[config.mk]
export PLATFORM = sky130hd
export DESIGN_NAME = intr_source_ctl
export DESIGN_NICKNAME = d
export VERILOG_FILES = /design/src/rtl/isc_pkg.sv /design/src/rtl/isc_entry.sv /design/src/rtl/isc_scan.sv /design/src/rtl/isc_fwd_slot.sv /design/src/rtl/intr_source_ctl.sv
export SDC_FILE = /design/constraint.sdc
export NUM_CORES = 1
export LEC_CHECK = 0
export ABC_AREA = 1
export BUFFER_PORTS_ARGS = -buffer_cell sky130_fd_sc_hd__buf_2
export CAP_MARGIN = 0
export CORE_MARGIN = 4
export CORE_UTILIZATION = 50
export DETAILED_ROUTE_END_ITERATION = 8
export PLACE_DENSITY = 0.74
export SYNTH_ARGS = -nofsm -noshare
export SYNTH_HDL_FRONTEND = slang
export SYNTH_SLANG_ARGS = --single-unit
[constraint.sdc]
create_clock -name clk -period 4.38 [get_ports clk]
set_clock_uncertainty 0.1 [all_clocks]
set_input_delay 0.438 -clock clk [delete_from_list [all_inputs] [get_ports clk]]
set_output_delay 0.438 -clock clk [all_outputs]
set_load 0.005 [all_outputs]
[src/rtl/isc_pkg.sv]
package isc_pkg;

  typedef enum logic [2:0] {
    OP_TRIG   = 3'd0,
    OP_CFG    = 3'd1,
    OP_REJ    = 3'd2,
    OP_EOI    = 3'd3,
    OP_RESEND = 3'd4
  } isc_op_e;

  localparam logic [7:0] PRIO_OFF = 8'hFF;

  // a priority of all ones blocks delivery
  function automatic logic prio_open(input logic [7:0] prio);
    return prio != PRIO_OFF;
  endfunction

  // delivery rule shared by level triggers, config writes and resend scans
  function automatic logic level_due(input logic [7:0] prio,
                                     input logic       high,
                                     input logic       sent);
    return prio_open(prio) && high && !sent;
  endfunction

endpackage

[src/rtl/isc_entry.sv]
module isc_entry
  import isc_pkg::*;
#(
  parameter int SRV_W = 4
) (
  input  logic             clk,
  input  logic             rst_n,
  input  logic             is_level,
  input  logic             hit,
  input  isc_op_e          op,
  input  logic             lvl,
  input  logic [SRV_W-1:0] wr_server,
  input  logic [7:0]       wr_prio,
  input  logic [7:0]       wr_saved,
  input  logic             scan_hit,
  output logic             fire,
  output logic [SRV_W-1:0] fire_server,
  output logic [7:0]       fire_prio
);

  logic [SRV_W-1:0] server_q, server_d;
  logic [7:0]       prio_q, prio_d, saved_q, saved_d;
  logic             high_q, high_d;
  logic             sent_q, sent_d;
  logic             rej_q, rej_d;
  logic             pend_q, pend_d;

  always_comb begin
    server_d = server_q;
    prio_d   = prio_q;
    saved_d  = saved_q;
    high_d   = high_q;
    sent_d   = sent_q;
    rej_d    = rej_q;
    pend_d   = pend_q;
    fire     = 1'b0;
    if (hit) begin
      unique case (op)
        OP_TRIG: begin
          if (is_level) begin
            high_d = lvl;
            if (level_due(prio_q, lvl, sent_q)) begin
              fire   = 1'b1;
              sent_d = 1'b1;
            end
          end else if (lvl) begin
            if (prio_open(prio_q)) fire = 1'b1;
            else                   pend_d = 1'b1;
          end
        end
        OP_CFG: begin
          server_d = wr_server;
          prio_d   = wr_prio;
          saved_d  = wr_saved;
          if (is_level) begin
            if (level_due(wr_prio, high_q, sent_q)) begin
              fire   = 1'b1;
              sent_d = 1'b1;
            end
          end else if (pend_q && prio_open(wr_prio)) begin
            pend_d = 1'b0;
            fire   = 1'b1;
          end
        end
        OP_REJ: begin
          rej_d  = 1'b1;
          sent_d = 1'b0;
        end
        OP_EOI: begin
          if (is_level) sent_d = 1'b0;
        end
        default: ;
      endcase
    end else if (scan_hit) begin
      if (is_level) begin
        if (level_due(prio_q, high_q, sent_q)) begin
          fire   = 1'b1;
          sent_d = 1'b1;
        end
      end else if (rej_q) begin
        rej_d = 1'b0;
        if (prio_open(prio_q)) fire = 1'b1;
      end
    end
  end

  assign fire_server = server_d;
  assign fire_prio   = prio_d;

  always_ff @(posedge clk or negedge rst_n) begin
    if (!rst_n) begin
      server_q <= '0;
      prio_q   <= PRIO_OFF;
      saved_q  <= PRIO_OFF;
      high_q   <= 1'b0;
      sent_q   <= 1'b0;
      rej_q    <= 1'b0;
      pend_q   <= 1'b0;
    end else begin
      server_q <= server_d;
      prio_q   <= prio_d;
      saved_q  <= saved_d;
      high_q   <= high_d;
      sent_q   <= sent_d;
      rej_q    <= rej_d;
      pend_q   <= pend_d;
    end
  end

  AST_MASKED_TRIG_PENDS: assert property (@(posedge clk) disable iff (!rst_n)
    (hit && op == OP_TRIG && !is_level && lvl && prio_q == PRIO_OFF) |=> pend_q);
  AST_SENT_STICKY: assert property (@(posedge clk) disable iff (!rst_n)
    (is_level && sent_q && !(hit && (op == OP_REJ || op == OP_EOI))) |=> sent_q);
  AST_REJECT_FLAGS: assert property (@(posedge clk) disable iff (!rst_n)
    (hit && op == OP_REJ) |=> (rej_q && !sent_q));
  AST_EOI_LEVEL_CLEARS: assert property (@(posedge clk) disable iff (!rst_n)
    (hit && op == OP_EOI && is_level) |=> !sent_q);
  AST_CFG_STORES: assert property (@(posedge clk) disable iff (!rst_n)
    (hit && op == OP_CFG) |=> (prio_q == $past(wr_prio) && saved_q == $past(wr_saved)));

endmodule

[src/rtl/isc_scan.sv]
module isc_scan #(
  parameter int N     = 16,
  parameter int IDX_W = 4
) (
  input  logic             clk,
  input  logic             rst_n,
  input  logic             start,
  input  logic             slot_free,
  output logic             active,
  output logic             step,
  output logic [IDX_W-1:0] idx
);

  localparam logic [IDX_W-1:0] LAST = IDX_W'(N - 1);

  logic             active_q;
  logic [IDX_W-1:0] idx_q;

  assign active = active_q;
  assign idx    = idx_q;
  assign step   = active_q && slot_free;

  always_ff @(posedge clk or negedge rst_n) begin
    if (!rst_n) begin
      active_q <= 1'b0;
      idx_q    <= '0;
    end else if (start) begin
      active_q <= 1'b1;
      idx_q    <= '0;
    end else if (step) begin
      if (idx_q == LAST) active_q <= 1'b0;
      else               idx_q    <= idx_q + 1'b1;
    end
  end

  AST_SCAN_ASCENDS: assert property (@(posedge clk) disable iff (!rst_n)
    (step && idx_q != LAST) |=> (active_q && idx_q == IDX_W'($past(idx_q) + 1'b1)));
  AST_START_WHEN_IDLE: assert property (@(posedge clk) disable iff (!rst_n)
    start |-> !active_q);

endmodule

[src/rtl/isc_fwd_slot.sv]
module isc_fwd_slot #(
  parameter int SRV_W = 4,
  parameter int NUM_W = 16
) (
  input  logic             clk,
  input  logic             rst_n,
  input  logic             load,
  input  logic [SRV_W-1:0] ld_server,
  input  logic [NUM_W-1:0] ld_num,
  input  logic [7:0]       ld_prio,
  input  logic             rdy,
  output logic             vld,
  output logic [SRV_W-1:0] server,
  output logic [NUM_W-1:0] num,
  output logic [7:0]       prio
);

  logic vld_q;
  assign vld = vld_q;

  always_ff @(posedge clk or negedge rst_n) begin
    if (!rst_n) begin
      vld_q  <= 1'b0;
      server <= '0;
      num    <= '0;
      prio   <= '0;
    end else if (load) begin
      vld_q  <= 1'b1;
      server <= ld_server;
      num    <= ld_num;
      prio   <= ld_prio;
    end else if (vld_q && rdy) begin
      vld_q <= 1'b0;
    end
  end

  AST_FWD_HOLDS: assert property (@(posedge clk) disable iff (!rst_n)
    (vld_q && !rdy) |=> (vld_q && $stable(server) && $stable(num) && $stable(prio)));
  AST_NO_CLOBBER: assert property (@(posedge clk) disable iff (!rst_n)
    load |-> !vld_q);

endmodule

[src/rtl/intr_source_ctl.sv]
module intr_source_ctl
  import isc_pkg::*;
#(
  parameter int N     = 16,
  parameter int SRV_W = 4,
  parameter int NUM_W = 16,
  parameter int BASE  = 4096
) (
  input  logic             clk,
  input  logic             rst_n,
  input  logic [N-1:0]     src_kind,
  input  logic             cmd_vld,
  output logic             cmd_rdy,
  input  logic [2:0]       cmd_op,
  input  logic [NUM_W-1:0] cmd_num,
  input  logic             cmd_lvl,
  input  logic [SRV_W-1:0] cmd_server,
  input  logic [7:0]       cmd_prio,
  input  logic [7:0]       cmd_saved,
  output logic             fwd_vld,
  input  logic             fwd_rdy,
  output logic [SRV_W-1:0] fwd_server,
  output logic [NUM_W-1:0] fwd_num,
  output logic [7:0]       fwd_prio
);

  localparam int               IDX_W    = (N > 1) ? $clog2(N) : 1;
  localparam logic [NUM_W-1:0] BASE_NUM = NUM_W'(BASE);
  localparam logic [NUM_W-1:0] N_NUM    = NUM_W'(N);

  function automatic logic num_valid(input logic [NUM_W-1:0] n);
    return (n >= BASE_NUM) && ((n - BASE_NUM) < N_NUM);
  endfunction

  function automatic logic [IDX_W-1:0] num_to_idx(input logic [NUM_W-1:0] n);
    return IDX_W'(n - BASE_NUM);
  endfunction

  function automatic logic [NUM_W-1:0] idx_to_num(input int i);
    return BASE_NUM + NUM_W'(i);
  endfunction

  isc_op_e          op_e;
  logic             cmd_acc, num_ok, scan_start, scan_active, scan_step;
  logic [IDX_W-1:0] num_idx, scan_idx;
  logic [N-1:0]     hit, scan_hit, fire;
  logic [SRV_W-1:0] f_srv  [N];
  logic [7:0]       f_prio [N];
  logic             load;
  logic [SRV_W-1:0] ld_srv;
  logic [NUM_W-1:0] ld_num;
  logic [7:0]       ld_prio;

  assign op_e       = isc_op_e'(cmd_op);
  assign cmd_rdy    = !scan_active && !fwd_vld;
  assign cmd_acc    = cmd_vld && cmd_rdy;
  assign num_ok     = num_valid(cmd_num);
  assign num_idx    = num_to_idx(cmd_num);
  assign scan_start = cmd_acc && (op_e == OP_RESEND);

  isc_scan #(.N(N), .IDX_W(IDX_W)) i_scan (
    .clk       (clk),
    .rst_n     (rst_n),
    .start     (scan_start),
    .slot_free (!fwd_vld),
    .active    (scan_active),
    .step      (scan_step),
    .idx       (scan_idx)
  );

  for (genvar g = 0; g < N; g++) begin : g_src
    assign hit[g]      = cmd_acc && (op_e != OP_RESEND) && num_ok && (num_idx == IDX_W'(g));
    assign scan_hit[g] = scan_step && (scan_idx == IDX_W'(g));

    isc_entry #(.SRV_W(SRV_W)) i_entry (
      .clk         (clk),
      .rst_n       (rst_n),
      .is_level    (src_kind[g]),
      .hit         (hit[g]),
      .op          (op_e),
      .lvl         (cmd_lvl),
      .wr_server   (cmd_server),
      .wr_prio     (cmd_prio),
      .wr_saved    (cmd_saved),
      .scan_hit    (scan_hit[g]),
      .fire        (fire[g]),
      .fire_server (f_srv[g]),
      .fire_prio   (f_prio[g])
    );
  end

  always_comb begin
    ld_srv  = '0;
    ld_prio = '0;
    ld_num  = '0;
    for (int i = 0; i < N; i++) begin
      if (fire[i]) begin
        ld_srv  = f_srv[i];
        ld_prio = f_prio[i];
        ld_num  = idx_to_num(i);
      end
    end
  end

  assign load = |fire;

  isc_fwd_slot #(.SRV_W(SRV_W), .NUM_W(NUM_W)) i_slot (
    .clk       (clk),
    .rst_n     (rst_n),
    .load      (load),
    .ld_server (ld_srv),
    .ld_num    (ld_num),
    .ld_prio   (ld_prio),
    .rdy       (fwd_rdy),
    .vld       (fwd_vld),
    .server    (fwd_server),
    .num       (fwd_num),
    .prio      (fwd_prio)
  );

  AST_ONE_SOURCE_FIRES: assert property (@(posedge clk) disable iff (!rst_n)
    $onehot0(fire));
  AST_SCAN_HOLDS_OFF: assert property (@(posedge clk) disable iff (!rst_n)
    scan_active |-> !cmd_rdy);
  AST_FWD_NUM_RANGE: assert property (@(posedge clk) disable iff (!rst_n)
    fwd_vld |-> (fwd_num >= BASE_NUM && (fwd_num - BASE_NUM) < N_NUM));
  AST_FWD_UNMASKED: assert property (@(posedge clk) disable iff (!rst_n)
    fwd_vld |-> fwd_prio != PRIO_OFF);

endmodule

==> results of run 1 <==
[final cells by class]
class	count	area, um^2	area share
Sequential cell	279	7140	0.400
Timing Repair Buffer	114	721	0.0404
Clock inverter	13	206	0.0116
Multi-Input combinational cell	1609	7490	0.420
Clock buffer	45	993	0.0557
Tap cell	396	495	0.0278
Antenna cell	1	2.50	0.000140
Inverter	209	786	0.0441
[sequential cells by signal, summed over array words and instances, names as in the netlist, 4 cells and up]
signal                  cells
i_slot.server               4
i_scan.idx                  4
g_src.i_entry.sent_q       16
g_src.i_entry.high_q       16
g_src.i_entry.pend_q       16
i_slot.num                  5
g_src.i_entry.server_q     64
g_src.i_entry.prio_q      128
g_src.i_entry.rej_q        16
i_slot.prio                 8
[what timing repair did]
item | 4_1_cts | 5_1_grt
endpoints found under the hold margin | 74 | 0
gates resized for setup | 0 | 0
endpoints found under the setup margin | 0 | 0
hold buffers | 2 | 0
setup buffers | 0 | 0
[critical path: stages, from the launching register on]
cell	delay, ns
dfrtp_1	0.43
nor2_2	0.12
nand2_1	0.12
a21oi_2	0.18
nand4_2	0.39
nor3_4	0.55
nand2_1	0.14
o21ai_2	0.38
a21oi_1	0.16
nand2_1	0.13
nand2_1	0.09
nand3_1	0.10
nand3_1	0.10
nand2_1	0.07
nand2_1	0.07
nand2_1	0.06
nand4_1	0.09
nand2_1	0.10
nand2_1	0.05
nand2_1	0.16
nand2_1	0.07
[metal layers]
| metal | vias to the layer above | GRT usage |
|---|---|---|
| met5 | - | 0 |
| met4 | 4 | 0.0927 |
| met3 | 130 | 0.0550 |
| met2 | 768 | 0.444 |
| met1 | 7293 | 0.399 |
| li1 | 7321 | - |
[path summary, 6_finish.rpt]
kind	startpoint	to	slack, ns	cells after the start
min reg2reg	i_slot.num[0]	i_slot.num[0]	0.37	2
min	cmd_prio[7]	g_src[4].i_entry.prio_q[7]	0.07	3
max	i_slot.vld	i_slot.server[1]	0.59	20
min in group asynchronous	rst_n	g_src[0].i_entry.server_q[0]	0.48	2
max reg2reg	i_slot.vld	i_slot.server[1]	0.59	20
max in group asynchronous	rst_n	g_src[12].i_entry.prio_q[0]	2.56	3
[logic make-up (layout without fill, tap and decap cells)]
| group | Yosys count | in the layout |
|---|---|---|
| compound gates | 493 | 493 |
| fa+ha+maj | 4 | 4 |
| buf+inv | 309 | 381 |
| flops | 279 | 279 |
| mux | 2 | 2 |
| other cells | 1 | 12 |
| simple gates | 1099 | 1099 |
[per-stage QoR]
| stage | total power (uW) | cell area, um^2 |
|---|---|---|
| floorplan | 3350 | 15900 |
| CTS | 6740 | 17800 |
| detailed placement | 3760 | 16600 |
| finish | 6730 | 17800 |
| global placement | 3740 | 16600 |
| global route | 6990 | 17800 |
[synth_stat cells, drive strengths merged (5+ instances only)]
| cell type | count |
|---|---|
| o21a | 5 |
| clkbuf | 54 |
| nand3 | 103 |
| nand2 | 681 |
| inv | 206 |
| nor2 | 178 |
| or2 | 23 |
| dfrtp | 151 |
| nor4 | 21 |
| o31ai | 7 |
| buf | 46 |
| o21ai | 293 |
| nor3 | 48 |
| nand4 | 40 |
| o22ai | 12 |
| a31oi | 21 |
| a21oi | 122 |
| a211oi | 8 |
| dfstp | 128 |
| a21o | 5 |
[placed cells by master (no fill, tap or decap), drive strengths merged, types with 40 or more instances in the layout]
cell type	count
dfrtp	151
nand2	681
o21ai	293
nand4	40
nand3	103
clkbuf	45
inv	207
nor2	178
dfstp	128
nor3	48
buf	112
a21oi	122
[power groups by stage]
stage	logic, uW	registers (uW)	clock network, uW
after global placement	920	2820	0
after detailed placement	936	2820	0
after CTS	943	2780	3020
after floorplan	535	2810	0
after global routing	1070	2790	3120
final	949	2780	3000
==> impl_metrics.json, run 1 <==
{
  "wl_met1_um": 21100,
  "setup_viol": 0,
  "vias": 15500,
  "final_core_utilization": 0.576,
  "viasPerCell": 5.82,
  "core.rowCount": 64,
  "area_delta_synth_final_pct": 12.3,
  "worst_slack_ns": 0.591,
  "cts_tree": "yes",
  "synth_xor_area_frac": 0,
  "synth-seq-cells": 279,
  "met2_length_um": 22200,
  "arrival_ns": 4.15,
  "nets": 2308,
  "synthAdderAreaFrac": 0.00315,
  "power_density_nw_per_um2": 377,
  "p_leak_uw": 0.00801,
  "grt_max_degree": 122,
  "portBuffers": 70,
  "synth_edf_count": 0,
  "die_h_um": 186,
  "dp_slack_ns": 0.554,
  "placed_cells": 2605,
  "drt_iter0_markers": 1847,
  "synthCells": 2187,
  "worstSetupPathType": "reg -> reg",
  "maxCapViolCount": 0,
  "fmax_ghz": 0.264,
  "finalCriticalPeriod_ns": 3.79,
  "yosys.area.top_type": "dfrtp_1",
  "synth_top_area_frac": 0.238,
  "synth_flop_cell": "dfrtp_1",
  "htree_levels": 1,
  "grt_pass1_wl_um": 78500,
  "fillerInstances": 2795,
  "wl_met3_um": 4690,
  "path_clk_slew_ns": 0.06,
  "grt-ovfl-total": 0,
  "yosys_warnings": 0,
  "pwr-share-seq": 0.414,
  "rsz0062_at_grt": "false",
  "fin_cells": 2666,
  "setup_tns_ns": 0,
  "hpwl_um": 35500,
  "synth_top_family_by_area": "simple AND/OR/NAND/NOR gates",
  "required_ns": 4.74,
  "grt_pass1_vias": 14600,
  "cts.sinks": 279,
  "grt_usage": 0.283,
  "place_congestion": 0.955,
  "peakVddDrop_mv": 0.265,
  "min_path_type": "in -> reg",
  "p_sw_frac": 0.278,
  "comb_power_share": 0.141,
  "io_pins": 90,
  "whs_ns": 0.0707,
  "start_util": 0.512,
  "cts_root_buffer": "clkbuf_16",
  "cp-end-kind": "flip-flop",
  "synth_compound_area_frac": 0.168,
  "synth_cell_types": 58,
  "p_sw_uw": 1870,
  "synthSimpleGateAreaFrac": 0.297,
  "async_flop_share": 1.00,
  "drtAntennaViolNets": 0,
  "worstPathMaxFanout": 18,
  "antenna_found_initial": 2,
  "crit_path_start_kind": "flip-flop",
  "muxShareOfSynthArea": 0.00134,
  "post-route-drc-count": 0,
  "clk_latency_ns": 0.58,
  "die_x_um": 186,
  "drv_slew": 0,
  "cts_inserted_buffers": 31,
  "routed_wl_um": 49800,
  "netlist_area_um2": 15900,
  "drive_above_1_share": 0.161,
  "yosysSeqAreaShare": 0.450,
  "top_layer_used": "met5",
  "p_clk_frac": 0.445,
  "synth_area_leaders": "dfrtp_1, dfstp_2, nand2_1, o21ai_0, inv_1",
  "synth_area_per_cell_um2": 7.26,
  "drt-pass1-iter-count": 6,
  "hold_viol": 0,
  "clk_path_buf_depth": 3,
  "intPower_uw": 4860,
  "outcome": "finished, final reports clean",
  "core_area_um2": 31000,
  "routedWlPerCell_um": 18.7,
  "dieArea_um2": 34700,
  "relSlewSlack": 0.358,
  "finalCritPeriodShare": 0.865,
  "tightest_slew_ns": 0.963
}
Note: power is estimated with default switching activity, not from simulation.
==> inputs of run 2 (changes only) <==
==> constraint.sdc (replaced) <==
create_clock -name clk -period 3.9 [get_ports clk]
set_clock_uncertainty 0.1 [all_clocks]
set_input_delay 0.39 -clock clk [delete_from_list [all_inputs] [get_ports clk]]
set_output_delay 0.39 -clock clk [all_outputs]
set_load 0.005 [all_outputs]
==> run 2 against run 1 <==
Power up 9.9%. Clock-buffer cell count up 1. Maximum frequency up 3.7%. Flip-flop and latch count unchanged. Wire length up 1.2%. Register-to-register slack worse by 0.35 ns. Via count up 0.55%. Die area unchanged.
==> impl_metrics.json, run 2 (synthesis gave the netlist of run 1 again) <==
{
  "relSlewSlack": 0.348,
  "place_congestion": 0.975,
  "hpwl_um": 36500,
  "required_ns": 4.27,
  "whs_ns": 0.0266,
  "p_leak_uw": 0.00812,
  "clk_path_buf_depth": 3,
  "cp_common_cell": "nand2_1",
  "worstPathMaxFanout": 7,
  "io_pins": 90,
  "htree_levels": 1,
  "antenna_found_initial": 2,
  "crit_chain": "nor2_2 -> nand2_1 -> a21oi_2 -> nand4_2 -> nor3_2 -> nand2_1 -> nand2_1 -> o21ai_0 -> or2_2 -> nand2_1 -> nand2_1 -> nand2_1 -> nand2_1 -> nand2_1 -> nand2_1 -> nand2_1 -> nand2_1 -> nand2_1 -> nand4_1 -> nand2_1 -> nand2_1 -> nand2_1 -> nand2_1",
  "core_area_um2": 31000,
  "reg2reg_from": "i_slot.vld",
  "drt_iter0_markers": 1511,
  "cts.sinks": 279,
  "dieArea_um2": 34700,
  "reg_top3": "g_src.i_entry.prio_q (128), g_src.i_entry.server_q (64)",
  "core.rowCount": 64,
  "drtAntennaViolNets": 0,
  "finalCritPeriodShare": 0.937,
  "cts_root_buffer": "clkbuf_16",
  "worstSetupPathType": "reg -> reg",
  "grt_pass1_vias": 15000,
  "maxCapViolCount": 0,
  "grt_usage": 0.289,
  "post-route-drc-count": 0,
  "grt_pass1_wl_um": 79600,
  "rr_endpoint": "i_slot.prio[0]",
  "fmax_ghz": 0.274,
  "fillerInstances": 2801,
  "max_flop_register": "g_src.i_entry.prio_q",
  "slowest_delay_ns": 0.43,
  "area_delta_synth_final_pct": 13.3,
  "nets": 2330,
  "arrival_ns": 4.02,
  "cp-end-kind": "flip-flop",
  "drt-pass1-iter-count": 6,
  "viasPerCell": 5.80,
  "cp_num_buf_inv": 0,
  "start_util": 0.512,
  "top_layer_used": "met5",
  "min_path_type": "in -> reg",
  "outcome": "finished, final reports clean",
  "dp_slack_ns": 0.349,
  "slowest_stage": "dfrtp_1",
  "clk_latency_ns": 0.58,
  "cts_tree": "yes",
  "reg2reg_depth": 23,
  "worst_slack_ns": 0.246,
  "grt-ovfl-total": 0,
  "min_to": "g_src[1].i_entry.server_q[3]",
  "cts_inserted_buffers": 31,
  "peakVddDrop_mv": 0.358,
  "hold_viol": 0,
  "final_common_cell": "nand2_1",
  "wl_met1_um": 20800,
  "die_h_um": 186,
  "setup_viol": 0,
  "met2_length_um": 22800,
  "portBuffers": 70,
  "drive_above_1_share": 0.169,
  "die_x_um": 186,
  "crit_family": "simple AND/OR/NAND/NOR gates",
  "min_from": "cmd_server[3]",
  "tightest_slew_ns": 0.969,
  "crit_path_start_kind": "flip-flop",
  "routed_wl_um": 50400,
  "largest_register_ffs": 128,
  "drv_slew": 0,
  "wl_met3_um": 4770,
  "vias": 15600,
  "power_density_nw_per_um2": 411,
  "finalCriticalPeriod_ns": 3.65,
  "r2r_setup_slack_ns": 0.25,
  "routedWlPerCell_um": 18.8,
  "final_cell_mix": "nand2_1, o21ai_0, inv_1",
  "grt_max_degree": 110,
  "path_clk_slew_ns": 0.07,
  "min_path_cells": 3
}
-- run 2: power breakdown --
group / leakage [uW] / switching (uW) / internal, uW
Clock: 0.000566 / 1270 / 1910
Combinational: 0.00427 / 747 / 349
Sequential: 0.00328 / 86.8 / 3030
Total: 0.00812 / 2100 / 5290
-- run 2: worst max path at each step --
stage	depth (start not counted)	to	startpoint
3_3_place_gp	23	i_slot.server[3]	cmd_op[1]
5_1_grt	23	i_slot.prio[0]	i_slot.vld
2_1_floorplan	26	i_slot.server[3]	cmd_op[2]
4_1_cts	21	i_slot.server[3]	i_slot.vld
3_5_place_dp	21	i_slot.server[3]	i_slot.vld
6_report	23	i_slot.prio[0]	i_slot.vld
-- run 2: layout make-up --
cell class,instances,area (um^2),area share
multi-input combinational,1609,7500,0.417
sequential,279,7140,0.397
clock buffer,46,1000,0.0558
timing repair buffer,136,926,0.0515
inverter,209,786,0.0437
tap,396,495,0.0275
clock inverter,12,130,0.00723
antenna,1,2.50,0.000139
-- run 2: worst min-delay path: cells and delay by family --
family	cells	cell delay [ns]
buf+inv	1	0.13
simple gates	2	0.14
-- run 2: metrics by stage --
| step | setup TNS [ns] | area (um^2) | total power (uW) | cells | utilization |
|---|---|---|---|---|---|
| finish | 0 | 18000 | 7400 | 2688 | 0.581 |
| global route | -0.00147 | 18000 | 7690 | 2688 | 0.581 |
| floorplan | 0 | 15900 | 3760 | 2197 | - |
| global placement | 0 | 16800 | 4220 | 2626 | 0.542 |
| CTS | 0 | 18000 | 7420 | 2687 | 0.580 |
| detailed placement | 0 | 16800 | 4240 | 2626 | 0.542 |
-- run 2: timing repair --
item,CTS,global route
setup endpoints to repair,0,2
setup buffers,0,0
hold buffers,3,0
endpoints found under the hold margin,77,0
gates resized for setup,0,2
-- run 2: routing by layer --
layer  up-vias  track usage
met4         2        0.112
met3       145       0.0576
met1      7344        0.396
met5         -            0
li1       7370            -
met2       741        0.456
